==> src/rtl/intvec_pkg.sv <==
package intvec_pkg;
  typedef enum logic [1:0] {
    CLS_NONE = 2'd0,
    CLS_MASK = 2'd1,
    CLS_NMI  = 2'd2,
    CLS_RST  = 2'd3
  } win_cls_e;
endpackage

==> src/rtl/intvec_qual.sv <==
module intvec_qual #(
  parameter int NUM_SLOTS = 16,
  parameter int NMI_W     = 3,
  localparam int NUM_MASK = NUM_SLOTS - 2
) (
  input  logic                 rst_any,
  input  logic [NMI_W-1:0]     nmi_src,
  input  logic [NMI_W-1:0]     nmi_en,
  input  logic [NUM_MASK-1:0]  irq_req,
  input  logic [NUM_MASK-1:0]  irq_en,
  input  logic                 gie,
  output logic [NUM_SLOTS-1:0] qual
);
  // Top slot: never gated. Next slot: only individual enables.
  assign qual[NUM_SLOTS-1] = rst_any;
  assign qual[NUM_SLOTS-2] = |(nmi_src & nmi_en);

  for (genvar g = 0; g < NUM_MASK; g++) begin : g_mask
    assign qual[g] = irq_req[g] & irq_en[g] & gie;
  end
endmodule

==> src/rtl/intvec_prio.sv <==
module intvec_prio #(
  parameter int NUM_SLOTS = 16,
  localparam int SLOT_W   = $clog2(NUM_SLOTS)
) (
  input  logic [NUM_SLOTS-1:0] qual,
  output logic                 any,
  output logic [SLOT_W-1:0]    idx
);
  // Scan upward so the highest qualified slot is the last to write idx.
  always_comb begin
    any = 1'b0;
    idx = '0;
    for (int i = 0; i < NUM_SLOTS; i++) begin
      if (qual[i]) begin
        any = 1'b1;
        idx = SLOT_W'(i);
      end
    end
  end
endmodule

==> src/rtl/intvec_guard.sv <==
module intvec_guard #(
  parameter int              ADDR_W  = 16,
  parameter logic [ADDR_W-1:0] REG_TOP = 16'h01FF
) (
  input  logic              clk,
  input  logic              rst,
  input  logic              fetch_valid,
  input  logic [ADDR_W-1:0] fetch_addr,
  input  logic              rstvec_valid,
  input  logic [ADDR_W-1:0] rstvec_data,
  input  logic              oor_clr,
  output logic              oor_pend,
  output logic              sleep_req
);
  logic oor_hit;
  logic erased;

  assign oor_hit = fetch_valid && (fetch_addr <= REG_TOP);
  assign erased  = rstvec_valid && (rstvec_data == {ADDR_W{1'b1}});

  always_ff @(posedge clk) begin
    if (rst) begin
      oor_pend  <= 1'b0;
      sleep_req <= 1'b0;
    end else begin
      if (oor_hit)      oor_pend <= 1'b1;
      else if (oor_clr) oor_pend <= 1'b0;
      if (erased)       sleep_req <= 1'b1;
    end
  end
endmodule

==> src/rtl/intvec_ctrl.sv <==
module intvec_ctrl #(
  parameter int                NUM_SLOTS = 16,
  parameter int                NMI_W     = 3,
  parameter int                RST_W     = 4,
  parameter int                ADDR_W    = 16,
  parameter logic [ADDR_W-1:0] VEC_TOP   = 16'hFFFE,
  parameter logic [ADDR_W-1:0] REG_TOP   = 16'h01FF,
  localparam int               SLOT_W    = $clog2(NUM_SLOTS),
  localparam int               NUM_MASK  = NUM_SLOTS - 2
) (
  input  logic                 clk,
  input  logic                 rst,
  input  logic                 accept,
  input  logic [RST_W-1:0]     rst_src,
  input  logic [NMI_W-1:0]     nmi_src,
  input  logic                 nmi_en_wr,
  input  logic [NMI_W-1:0]     nmi_en_din,
  input  logic [NUM_MASK-1:0]  irq_req,
  input  logic [NUM_MASK-1:0]  irq_en,
  input  logic                 gie_wr,
  input  logic                 gie_din,
  input  logic                 fetch_valid,
  input  logic [ADDR_W-1:0]    fetch_addr,
  input  logic                 rstvec_valid,
  input  logic [ADDR_W-1:0]    rstvec_data,
  output logic                 vec_valid,
  output logic [ADDR_W-1:0]    vec_addr,
  output logic [SLOT_W-1:0]    vec_slot,
  output logic [NUM_SLOTS-1:0] ack,
  output logic                 gie_q,
  output logic [NMI_W-1:0]     nmi_en_q,
  output logic                 oor_pend,
  output logic                 sleep_req
);
  import intvec_pkg::*;

  localparam logic [ADDR_W-1:0] VEC_BOT = VEC_TOP - ADDR_W'(2 * (NUM_SLOTS - 1));
  localparam logic [SLOT_W-1:0] RST_IDX = SLOT_W'(NUM_SLOTS - 1);
  localparam logic [SLOT_W-1:0] NMI_IDX = SLOT_W'(NUM_SLOTS - 2);

  logic [NUM_SLOTS-1:0] qual;
  logic                 win_any;
  logic [SLOT_W-1:0]    win_idx;
  win_cls_e             win_cls;
  logic                 oor_clr;
  logic                 gie_base;
  logic [NMI_W-1:0]     nmi_base;

  intvec_qual #(.NUM_SLOTS(NUM_SLOTS), .NMI_W(NMI_W)) u_qual (
    .rst_any (|rst_src | oor_pend),
    .nmi_src (nmi_src),
    .nmi_en  (nmi_en_q),
    .irq_req (irq_req),
    .irq_en  (irq_en),
    .gie     (gie_q),
    .qual    (qual)
  );

  intvec_prio #(.NUM_SLOTS(NUM_SLOTS)) u_prio (
    .qual (qual),
    .any  (win_any),
    .idx  (win_idx)
  );

  always_comb begin
    if (!win_any)                win_cls = CLS_NONE;
    else if (win_idx == RST_IDX) win_cls = CLS_RST;
    else if (win_idx == NMI_IDX) win_cls = CLS_NMI;
    else                         win_cls = CLS_MASK;
  end

  assign oor_clr  = accept && (win_cls == CLS_RST);
  assign gie_base = gie_wr ? gie_din : gie_q;
  assign nmi_base = nmi_en_wr ? nmi_en_din : nmi_en_q;

  intvec_guard #(.ADDR_W(ADDR_W), .REG_TOP(REG_TOP)) u_guard (
    .clk          (clk),
    .rst          (rst),
    .fetch_valid  (fetch_valid),
    .fetch_addr   (fetch_addr),
    .rstvec_valid (rstvec_valid),
    .rstvec_data  (rstvec_data),
    .oor_clr      (oor_clr),
    .oor_pend     (oor_pend),
    .sleep_req    (sleep_req)
  );

  always_ff @(posedge clk) begin
    if (rst) begin
      vec_valid <= 1'b0;
      vec_addr  <= VEC_TOP;
      vec_slot  <= RST_IDX;
      ack       <= '0;
      gie_q     <= 1'b0;
      nmi_en_q  <= '0;
    end else begin
      ack      <= '0;
      gie_q    <= gie_base;
      nmi_en_q <= nmi_base;
      if (accept) begin
        vec_valid <= win_any;
        if (win_any) begin
          vec_slot <= win_idx;
          vec_addr <= VEC_BOT + ADDR_W'({win_idx, 1'b0});
          ack      <= NUM_SLOTS'(1) << win_idx;
        end
        case (win_cls)
          CLS_MASK: gie_q    <= 1'b0;
          CLS_NMI:  nmi_en_q <= nmi_base & ~(nmi_src & nmi_en_q);
          CLS_RST: begin
            gie_q    <= 1'b0;
            nmi_en_q <= '0;
          end
          default: ;
        endcase
      end
    end
  end
endmodule

==> config.mk <==
export PLATFORM = sky130hd
export DESIGN_NAME = intvec_ctrl
export DESIGN_NICKNAME = d
export VERILOG_FILES = /design/src/rtl/intvec_pkg.sv /design/src/rtl/intvec_qual.sv /design/src/rtl/intvec_prio.sv /design/src/rtl/intvec_guard.sv /design/src/rtl/intvec_ctrl.sv
export SDC_FILE = /design/constraint.sdc
export NUM_CORES = 1
export LEC_CHECK = 0
export BUFFER_PORTS_ARGS = -buffer_cell sky130_fd_sc_hd__buf_4
export CAP_MARGIN = 10
export CORE_AREA = 2 2 78 80
export DETAILED_ROUTE_END_ITERATION = 6
export DIE_AREA = 0 0 80 82
export GPL_TIMING_DRIVEN = 0
export SYNTH_ARGS = -nofsm -noshare
export SYNTH_HDL_FRONTEND = slang
export SYNTH_HIERARCHICAL = 1
export SYNTH_SLANG_ARGS = --single-unit
==> constraint.sdc <==
create_clock -name clk -period 2.4 [get_ports clk]
set_input_delay 0.48 -clock clk [delete_from_list [all_inputs] [get_ports clk]]
set_output_delay 0.48 -clock clk [all_outputs]
set_load 0.01 [all_outputs]
==> results of run 1 <==
layer usage:
| layer | part of all wire [%] | up-vias | global-route usage (%) | wire [µm] |
|---|---|---|---|---|
| li1 | - | 793 | - | - |
| met1 | 40 | 672 | 13.30 | 1532 |
| met2 | 53 | 53 | 20.08 | 2045 |
| met3 | 6.0 | 2 | 1.538 | 229 |
| met4 | 0.39 | 0 | 3.051 | 15 |
| met5 | 0 | - | 0 | 0 |
worst register-to-register path: cells and delay by family, from the launching register on:
family | cells | cell delay, ns
AOI/OAI and AO/OA | 3 | 0.52
buffers and inverters | 1 | 0.17
DFF | 1 | 0.42
and+or+nand+nor | 4 | 1.03
metrics by stage:
step / instance area [µm²] / total power, mW
after CTS: 2346 / 0.9384
after global placement: 2267 / 0.6881
after global routing: 2411 / 0.9879
after detailed placement: 2267 / 0.6906
after floorplan: 1430 / 0.5681
final: 2411 / 0.9338
cell usage in the layout, fill, tap and decap left out, drive strengths merged, types with 4 or more instances in the layout:
master / synthesis / layout
nor2: 24 / 24
nor3: 7 / 7
clkbuf: 1 / 4
nand2b: 6 / 6
mux2i: 4 / 4
a211o: 4 / 4
dfxtp: 27 / 27
nand4: 4 / 4
and3: 18 / 18
buf: 21 / 122
nor4: 5 / 5
nand3: 4 / 4
conb: 2 / 12
nand2: 11 / 11
timing repair:
action	4_1_cts	5_1_grt
gates resized for setup	7	15
setup buffers	1	2
pin swaps	2	2
endpoints found under the setup margin	8	7
sequential cells by signal (all words and copies together) (netlist names):
| register | flops |
|---|---|
| vec_valid | 1 |
| u_guard/sleep_req | 1 |
| u_guard/oor_pend | 1 |
| gie_q | 1 |
| vec_addr | 4 |
| nmi_en_q | 3 |
| ack | 16 |
path summary, 6_finish.rpt:
| path | end | slack, ns | cells after the start |
|---|---|---|---|
| setup reg to reg | nmi_en_q[2] | 0.19 | 8 |
| hold reg to reg | u_guard/sleep_req | 0.47 | 2 |
| hold / removal | u_guard/oor_pend | 0.44 | 2 |
| setup / recovery | nmi_en_q[2] | 0.19 | 8 |
cell families after synthesis:
logic type,count (synthesis)
buf+inv,25
simple gates,91
compound gates,17
other cells,2
mux,4
flops,27
final cells by class:
| type | instances | area (µm²) |
|---|---|---|
| Multi-Input combinational cell | 124 | 792.0 |
| Inverter | 3 | 11.26 |
| Clock inverter | 1 | 5.005 |
| Timing Repair Buffer | 102 | 765.7 |
| Tap cell | 75 | 93.84 |
| Sequential cell | 27 | 544.3 |
| Buffer | 21 | 157.7 |
| Fill cell | 613 | 3334 |
| Clock buffer | 3 | 41.29 |
power by group:
group / switching (mW) / internal [mW]
logic: 0.0836 / 0.139
registers: 0.00911 / 0.458
clock network: 0.128 / 0.116
==> run metrics, run 1 <==
Final HPWL DP 3215 µm; total wire length 3823 µm; H-tree depth 1; syn avg cell area 8.389 µm²; sequential-to-total area share from yosys stat 38.81%; RSZ-0062 raised after global routing false; post-synthesis xor/xnor area fraction 0%; CTS tree built; Layout Cells excl Fill 356; Final Slew Violations 0; most common cell in the synthesized netlist dfxtp_1; vias in the first global route 1341; Async SR Flop Fraction 0%; crit path launch gie_q; Clock Tree Buf Depth 2; fmax 451.7 MHz; fin crit period 2.214 ns; Worst Slack Setup Final 0.1859 ns; Fin. Hold Viols 0; number of max-cap violations 0; worst hold slack 0.4438 ns; Worst EP required 2.59 ns; mapped cell area 1393 µm²; slowest cell on the critical path dfxtp_4; Std-Cell Rows 28; Final #Nets 360; Hold Path Class input port to flip-flop; vias 1520; status finished clean; Worst Path Max Fanout 16; #FFs+latches synth 27; CP peak stage delay 0.42 ns; wire per inst 10.74 µm; worst r2r src gie_q; mux contribution to synthesized area 2.875%; Synth top cells by count dfxtp_1 (27), nor2_1 (24), and3_1 (18), buf_4 (18), nand2_1 (10); chip height 82 µm; largest net degree at the start of global routing 16; Final Setup Violations 0; vias per inst 4.270; EDFF count, synth 0; synthesis-to-finish area growth 73.14%; cts-stage hold buffer count 0; RePlAce Congestion 0.7491; initial antenna violation count 0; die area 6560 µm²; Clock Skew 0.005009 ns; # port buffers 99; Compound-Gate Fraction of Synth Area 9.344%; min-delay src rst; # diodes 0; simple logic cell fraction of the synthesized area 36.21%; crit-path cells and3_4 > or3b_4 > a311oi_2 > a31oi_1 > buf_4 > and4b_2 > nand3_1 > a211oi_2; most area-hungry cell type in the Yosys netlist dfxtp_1; LEAKAGE 1.169 nW; fin crit share 92.25%; Fin Setup TNS 0 ns; I/O pins 121; Worst Path Arrival 2.40 ns; Die Span X 80 µm; Synth Flop Type dfxtp_1; Num CTS Buffers 3; CP Buf/Inv Count 1; cell family with most CP delay simple AND/OR/NAND/NOR gates; 1st-iter DRT viols 16; Max VDD drop 0.0001729 V; share of layout cells above drive strength 1 50.53%; Cell Count Post-Placement 350; dpl ws -0.4285 ns; Synth area leaders dfxtp_1 (39%), buf_4 (9.7%), and3_1 (8.1%); DR pass1 iterations 4; clock transition at the registers of the reported paths 0.09 ns; Initial Util 24.24%; clock sinks 27; CORE AREA 5746 µm²; Cell variety after synth 41; Final Util 41.96%; number of remaining DRC errors 0; Synth Area in Adders 0%; Yosys top cell area share 38.81%; post-route ant nets 0; WS Path Type flip-flop to flip-flop; grt total ovfl 0; All-Layer GR Usage 10.94%; Worst-Skew Late Latency 0.26 ns; power density cells 387.3 nW/µm²; CP Capture Type flip-flop; Syn. warnings 6; root buf cell clkbuf_8; cell count after synthesis 166; largest family of logic cells by synthesized area simple AND/OR/NAND/NOR gates; Startpoint Class flip-flop; global-route wire length before repair 5844 µm
No activity file was read; power rests on OpenSTA's default activity.
==> inputs of run 2 (changes only) <==
Settings changed: RECOVER_POWER set to 100.
==> run 2 against run 1 <==
  * Clock skew about the same
  * Via count grew 0.46%
  * Final area shrank 4.9%
  * Sequential cell count unchanged
  * Maximum frequency is 1.0% lower
  * Sequential power hardly changed
  * Critical endpoint unchanged
  * Largest cell class unchanged
  * Highest routed layer unchanged
==> run metrics, run 2 (synthesis gave the netlist of run 1 again) <==
fin crit share 93.19% (+0.94 points); chip height 82 µm (unchanged); synthesis-to-finish area growth 64.69%; post-route ant nets 0 (unchanged); min-delay src u_guard/sleep_req; Largest regs ack (16), vec_addr (4), nmi_en_q (3); Layout Cells excl Fill 356 (unchanged); I/O pins 121 (unchanged); root buf cell clkbuf_8; fmax 447.1 MHz (-1.0%); # diodes 0 (unchanged); Clock Tree Buf Depth 2 (unchanged); fin crit period 2.237 ns (+0.02253 ns); most frequent cells in the layout buf_4 (87), clkbuf_1 (27), dfxtp_1 (26), nor2_1 (23), and3_1 (16); initial antenna violation count 0 (unchanged); Max VDD drop 0.0001722 V (-0.41%); Die Span X 80 µm (unchanged); Fin. Hold Viols 0 (unchanged); number of remaining DRC errors 0 (unchanged); Hold Path Class flip-flop to flip-flop; H-tree depth 1 (unchanged); share of layout cells above drive strength 1 39.50% (-11 points); Worst Slack Setup Final 0.1634 ns (-0.02254 ns); Worst Path Arrival 2.42 ns (+0.02 ns); Clock Skew 0.005291 ns (+0.0002821 ns); commonest non-fill, non-tap cell in the layout buf_4; worst r2r src gie_q; clock transition at the registers of the reported paths 0.09 ns (about the same); # port buffers 99 (unchanged); Final #Nets 360 (unchanged); All-Layer GR Usage 10.94% (unchanged); clock sinks 27 (unchanged); Num CTS Buffers 3 (unchanged); slowest cell on the critical path dfxtp_4; RSZ-0062 raised after global routing false; LEAKAGE 1.055 nW (-9.7%); vias 1527 (+0.46%); vias per inst 4.289 (+0.46%); # fillers 617 (+0.65%); Std-Cell Rows 28 (unchanged); Biggest register ack; CP peak stage delay 0.42 ns (about the same); largest net degree at the start of global routing 16 (unchanged); Startpoint Class flip-flop; dpl ws -0.4285 ns (unchanged); Largest register FFs 16 (unchanged); die area 6560 µm² (unchanged); power density cells 402.1 nW/µm² (+3.8%); Initial Util 24.24% (unchanged); crit-path cells and3_4 > or3b_4 > a311oi_2 > a31oi_1 > buf_2 > and4b_1 > nand3_1 > a211oi_2; crit path launch gie_q; CORE AREA 5746 µm² (unchanged); Final HPWL DP 3215 µm (unchanged); global-route wire length before repair 5844 µm (unchanged); Worst Path Max Fanout 16 (unchanged); CP Capture Type flip-flop; WS Path Type flip-flop to flip-flop; total power 0.9223 mW (-1.2%); vias in the first global route 1341 (unchanged); Final Setup Violations 0 (unchanged); grt total ovfl 0 (unchanged); Final Slew Violations 0 (unchanged); total wire length 3844 µm (+0.55%); CTS tree built; RePlAce Congestion 0.7491 (unchanged); Worst EP required 2.59 ns (about the same); Cell Count Post-Placement 350 (unchanged); wire per inst 10.80 µm (+0.55%); FF-to-FF setup slack 0.16 ns (-0.02 ns); Worst-Skew Late Latency 0.26 ns (about the same); number of max-cap violations 0 (unchanged); DR pass1 iterations 4 (unchanged); 1st-iter DRT viols 20 (+4); status finished clean
==> run 2: final timing paths <==
kind                  endpoint  cells after the start
max                nmi_en_q[2]                      8
min          u_guard/sleep_req                      2
max reg2reg        nmi_en_q[2]                      8
min reg2reg  u_guard/sleep_req                      2
==> run 2: what timing repair did <==
action / in CTS / in global routing
cloned: 0 / 0
hold endpoints to repair: 0 / 0
hold buffers: 0 / 0
resized for setup: 7 / 15
buffers inserted: 1 / 2
setup endpoints to repair: 8 / 7
pin swaps: 2 / 2
==> run 2: metal layers <==
metal	wire length, µm	GRT usage (%)	vias to the layer above
met5	0	0	-
met3	252	1.538	2
met2	2030	20.08	53
met4	15	3.051	0
li1	-	-	793
met1	1546	13.30	679
==> run 2: final cells by class <==
cell class | instances | area (µm²) | area share, %
buffer | 21 | 155.1 | 6.765
timing repair buffer | 102 | 664.4 | 28.97
clock inverter | 1 | 5.005 | 0.2182
multi-input combinational | 124 | 778.2 | 33.93
clock buffer | 3 | 41.29 | 1.800
tap | 75 | 93.84 | 4.092
sequential | 27 | 544.3 | 23.73
inverter | 3 | 11.26 | 0.4910
==> run 2: critical path, delay by kind of cell, from the launching register on <==
kind            cells  cell delay (ns)
simple gates        4             1.03
compound gates      3             0.51
flops               1             0.42
buf+inv             1             0.18
==> run 2: per-stage QoR <==
| step | util (%) | TNS [ns] | area, µm² | hold WS [ns] |
|---|---|---|---|---|
| after floorplan | - | 0 | 1430 | 0.4927 |
| after global placement | 39.46 | -4.934 | 2267 | 0.4599 |
| after detailed placement | 39.46 | -5.595 | 2267 | 0.4633 |
| after CTS | 40.83 | -0.007610 | 2346 | 0.4422 |
| after global routing | 39.92 | 0 | 2293 | 0.5052 |
| final | 39.92 | 0 | 2293 | 0.4722 |
==> run 2: power by group <==
group / leakage, nW / switching (mW) / internal [mW]
sequential: 0.220 / 0.00881 / 0.458
clock: 0.0255 / 0.127 / 0.116
combinational: 0.810 / 0.0831 / 0.130
total: 1.06 / 0.219 / 0.703
==> inputs of run 3 (changes only) <==
--- a/config.mk
+++ b/config.mk
@@ -13,4 +13,5 @@
 export GPL_TIMING_DRIVEN = 0
 export RECOVER_POWER = 100
+export SETUP_SLACK_MARGIN = 0.4
 export SYNTH_ARGS = -nofsm -noshare
 export SYNTH_HDL_FRONTEND = slang
==> constraint.sdc (replaced) <==
create_clock -name clk -period 2.4 [get_ports clk]
set_input_delay 0.12 -clock clk [delete_from_list [all_inputs] [get_ports clk]]
set_output_delay 0.12 -clock clk [all_outputs]
set_load 0.01 [all_outputs]
==> run 3 against run 2 <==
  * Via count grew 2.9%
  * Setup slack gained 0.058 ns
  * Final area grew 6.2%
  * Non-clock buffer count grew 13
  * Sequential power is essentially flat
  * Worst hold slack lost 0.34 ns
==> run metrics, run 3 (synthesis gave the netlist of run 1 again) <==
status finished clean; All-Layer GR Usage 11.67% (+0.72 points); Final Slew Violations 0 (unchanged); Fin Setup TNS 0 ns (unchanged); RePlAce Congestion 0.6943 (-7.3%); fmax 459.0 MHz (+2.7%); DR pass1 iterations 4 (unchanged); vias per inst 4.260 (-0.68%); CP peak stage delay 0.37 ns (-0.05 ns); Biggest register ack; RSZ-0062 raised after global routing true; fin crit period 2.179 ns (-0.05781 ns); commonest non-fill, non-tap cell in the layout buf_4; worst hold slack 0.1275 ns (-0.3447 ns); Sw Share 24.64% (+0.90 points); Largest register FFs 16 (unchanged); Fin. Hold Viols 0 (unchanged); slowest cell on the critical path dfxtp_1; synthesis-to-finish area growth 74.93%; sequential share of power 48.8% (-1.8 points); Initial Util 24.24% (unchanged); Std-Cell Rows 28 (unchanged); WS Path Type flip-flop to flip-flop; # diodes 0 (unchanged); I/O pins 121 (unchanged); power density cells 391.2 nW/µm² (-2.7%); global-route wire length before repair 6168 µm (+5.5%); Final Setup Violations 0 (unchanged); CORE AREA 5746 µm² (unchanged); Psw 0.2348 mW (+7.3%); Final HPWL DP 3312 µm (+3.0%); Clock Skew 0.003164 ns (-0.002127 ns); grt total ovfl 0 (unchanged); die area 6560 µm² (unchanged); Clk pwr share 26.5% (+0.2 points); vias 1572 (+2.9%); number of max-cap violations 0 (unchanged); Max VDD drop 0.0001780 V (+3.4%); clock transition at the registers of the reported paths 0.09 ns (about the same); clock sinks 27 (unchanged); Hold Path Class input port to flip-flop; Worst-Skew Late Latency 0.27 ns (about the same); cts-stage hold buffer count 0 (unchanged); LEAKAGE 1.115 nW (+5.7%); wire per inst 11.37 µm (+5.3%); Worst EP required 2.59 ns (about the same); Die Span X 80 µm (unchanged); chip height 82 µm (unchanged); root buf cell clkbuf_8; Num CTS Buffers 3 (unchanged); FF/Latch Area 540.5 µm² (-0.69%); cell family with most CP delay simple AND/OR/NAND/NOR gates; # fillers 614 (-0.49%); share of layout cells above drive strength 1 45.24% (+5.7 points); number of remaining DRC errors 0 (unchanged); 1st-iter DRT viols 79 (+300%); largest net degree at the start of global routing 16 (unchanged); Int Pwr 0.7182 mW (+2.1%); CTS tree built; CP Buf/Inv Count 2 (+1); combinational power share 24.7% (+1.6 points); Clock Tree Buf Depth 2 (unchanged); total wire length 4197 µm (+9.2%); initial antenna violation count 0 (unchanged); crit-path cells buf_6 > and3_4 > or3b_1 > a311oi_2 > a31oi_1 > clkbuf_4 > and4b_2 > nand3_1 > a211oi_2; area of the multi-input gates 809.5 µm² (+4.0%); Largest regs ack (16), vec_addr (4), nmi_en_q (3); post-route ant nets 0 (unchanged); fin crit share 90.78% (-2.4 points); # port buffers 99 (unchanged); Worst Path Arrival 2.37 ns (-0.05 ns); H-tree depth 1 (unchanged); most frequent cells in the layout buf_4 (98), dfxtp_1 (27), clkbuf_1 (27), nor2_1 (21), and3_1 (13); Final #Nets 373 (+3.6%); vias in the first global route 1414 (+5.4%); CP Capture Type flip-flop; Startpoint Class flip-flop; Worst Path Max Fanout 8 (-8)
## run 3: cell types whose count changed in the layout (fill, tap and decap cells not counted), moves of 2 or more
cell / change
and3_1: -3
and3_4: +3
buf_4: +11
buf_6: +4
nand2_1: -2
nor2_1: -2
nor2_2: +3
nor4_2: +2
## run 3: worst paths after layout
path                    from                end  slack (ns)  depth (start not counted)
min reg2reg        vec_valid          vec_valid        0.47                          2
max                    gie_q        nmi_en_q[1]        0.22                          9
min          rstvec_data[14]  u_guard/sleep_req        0.13                          3
max reg2reg            gie_q        nmi_en_q[1]        0.22                          9
## run 3: cell type report
cell class              count  area share [%]
multi-input cells         124           33.23
repair buffers            114           31.43
flip-flops and latches     27           22.19
plain buffers              22           6.934
well taps                  75           3.852
clock buffers               3           1.695
inverters                   3          0.4622
clock inverters             1          0.2054
## run 3: layer usage
layer / vias up / part of all wire, % / track usage, %
li1: 817 / - / -
met3: 2 / 8.4 / 1.758
met5: - / 0 / 0
met4: 0 / 0.19 / 2.542
met2: 67 / 49 / 20.92
met1: 686 / 43 / 14.78
## run 3: power groups by stage
stage / Combinational [mW] / Clock, mW / Sequential [mW]
5_1_grt: 0.257 / 0.272 / 0.467
3_3_place_gp: 0.214 / 0 / 0.477
6_report: 0.235 / 0.253 / 0.465
4_1_cts: 0.240 / 0.260 / 0.465
2_1_floorplan: 0.0894 / 0 / 0.480
3_5_place_dp: 0.216 / 0 / 0.477
## run 3: repair_timing
| item | 4_1_cts | 5_1_grt |
|---|---|---|
| resized for setup | 21 | 11 |
| pin swaps | 8 | 5 |
| endpoints found under the setup margin | 26 | 25 |
| hold endpoints to repair | 0 | 0 |
| buffers inserted | 13 | 2 |
## run 3: through the flow
step                power [mW]  setup WS (ns)  util [%]  instance area, µm²  std cells
floorplan               0.5694         0.3157         -                1453        176
global placement        0.6911       -0.03840     39.85                2290        350
detailed placement      0.6929       -0.03402     39.85                2290        350
CTS                     0.9656         0.2213     43.82                2517        367
global route            0.9968        0.06066     42.40                2436        369
finish                  0.9530         0.2212     42.40                2436        369
## run 3: tightest hold or removal path: stages
cell and delay [ns]:
buf_4 0.11, nand4_1 0.06, o22ai_1 0.07
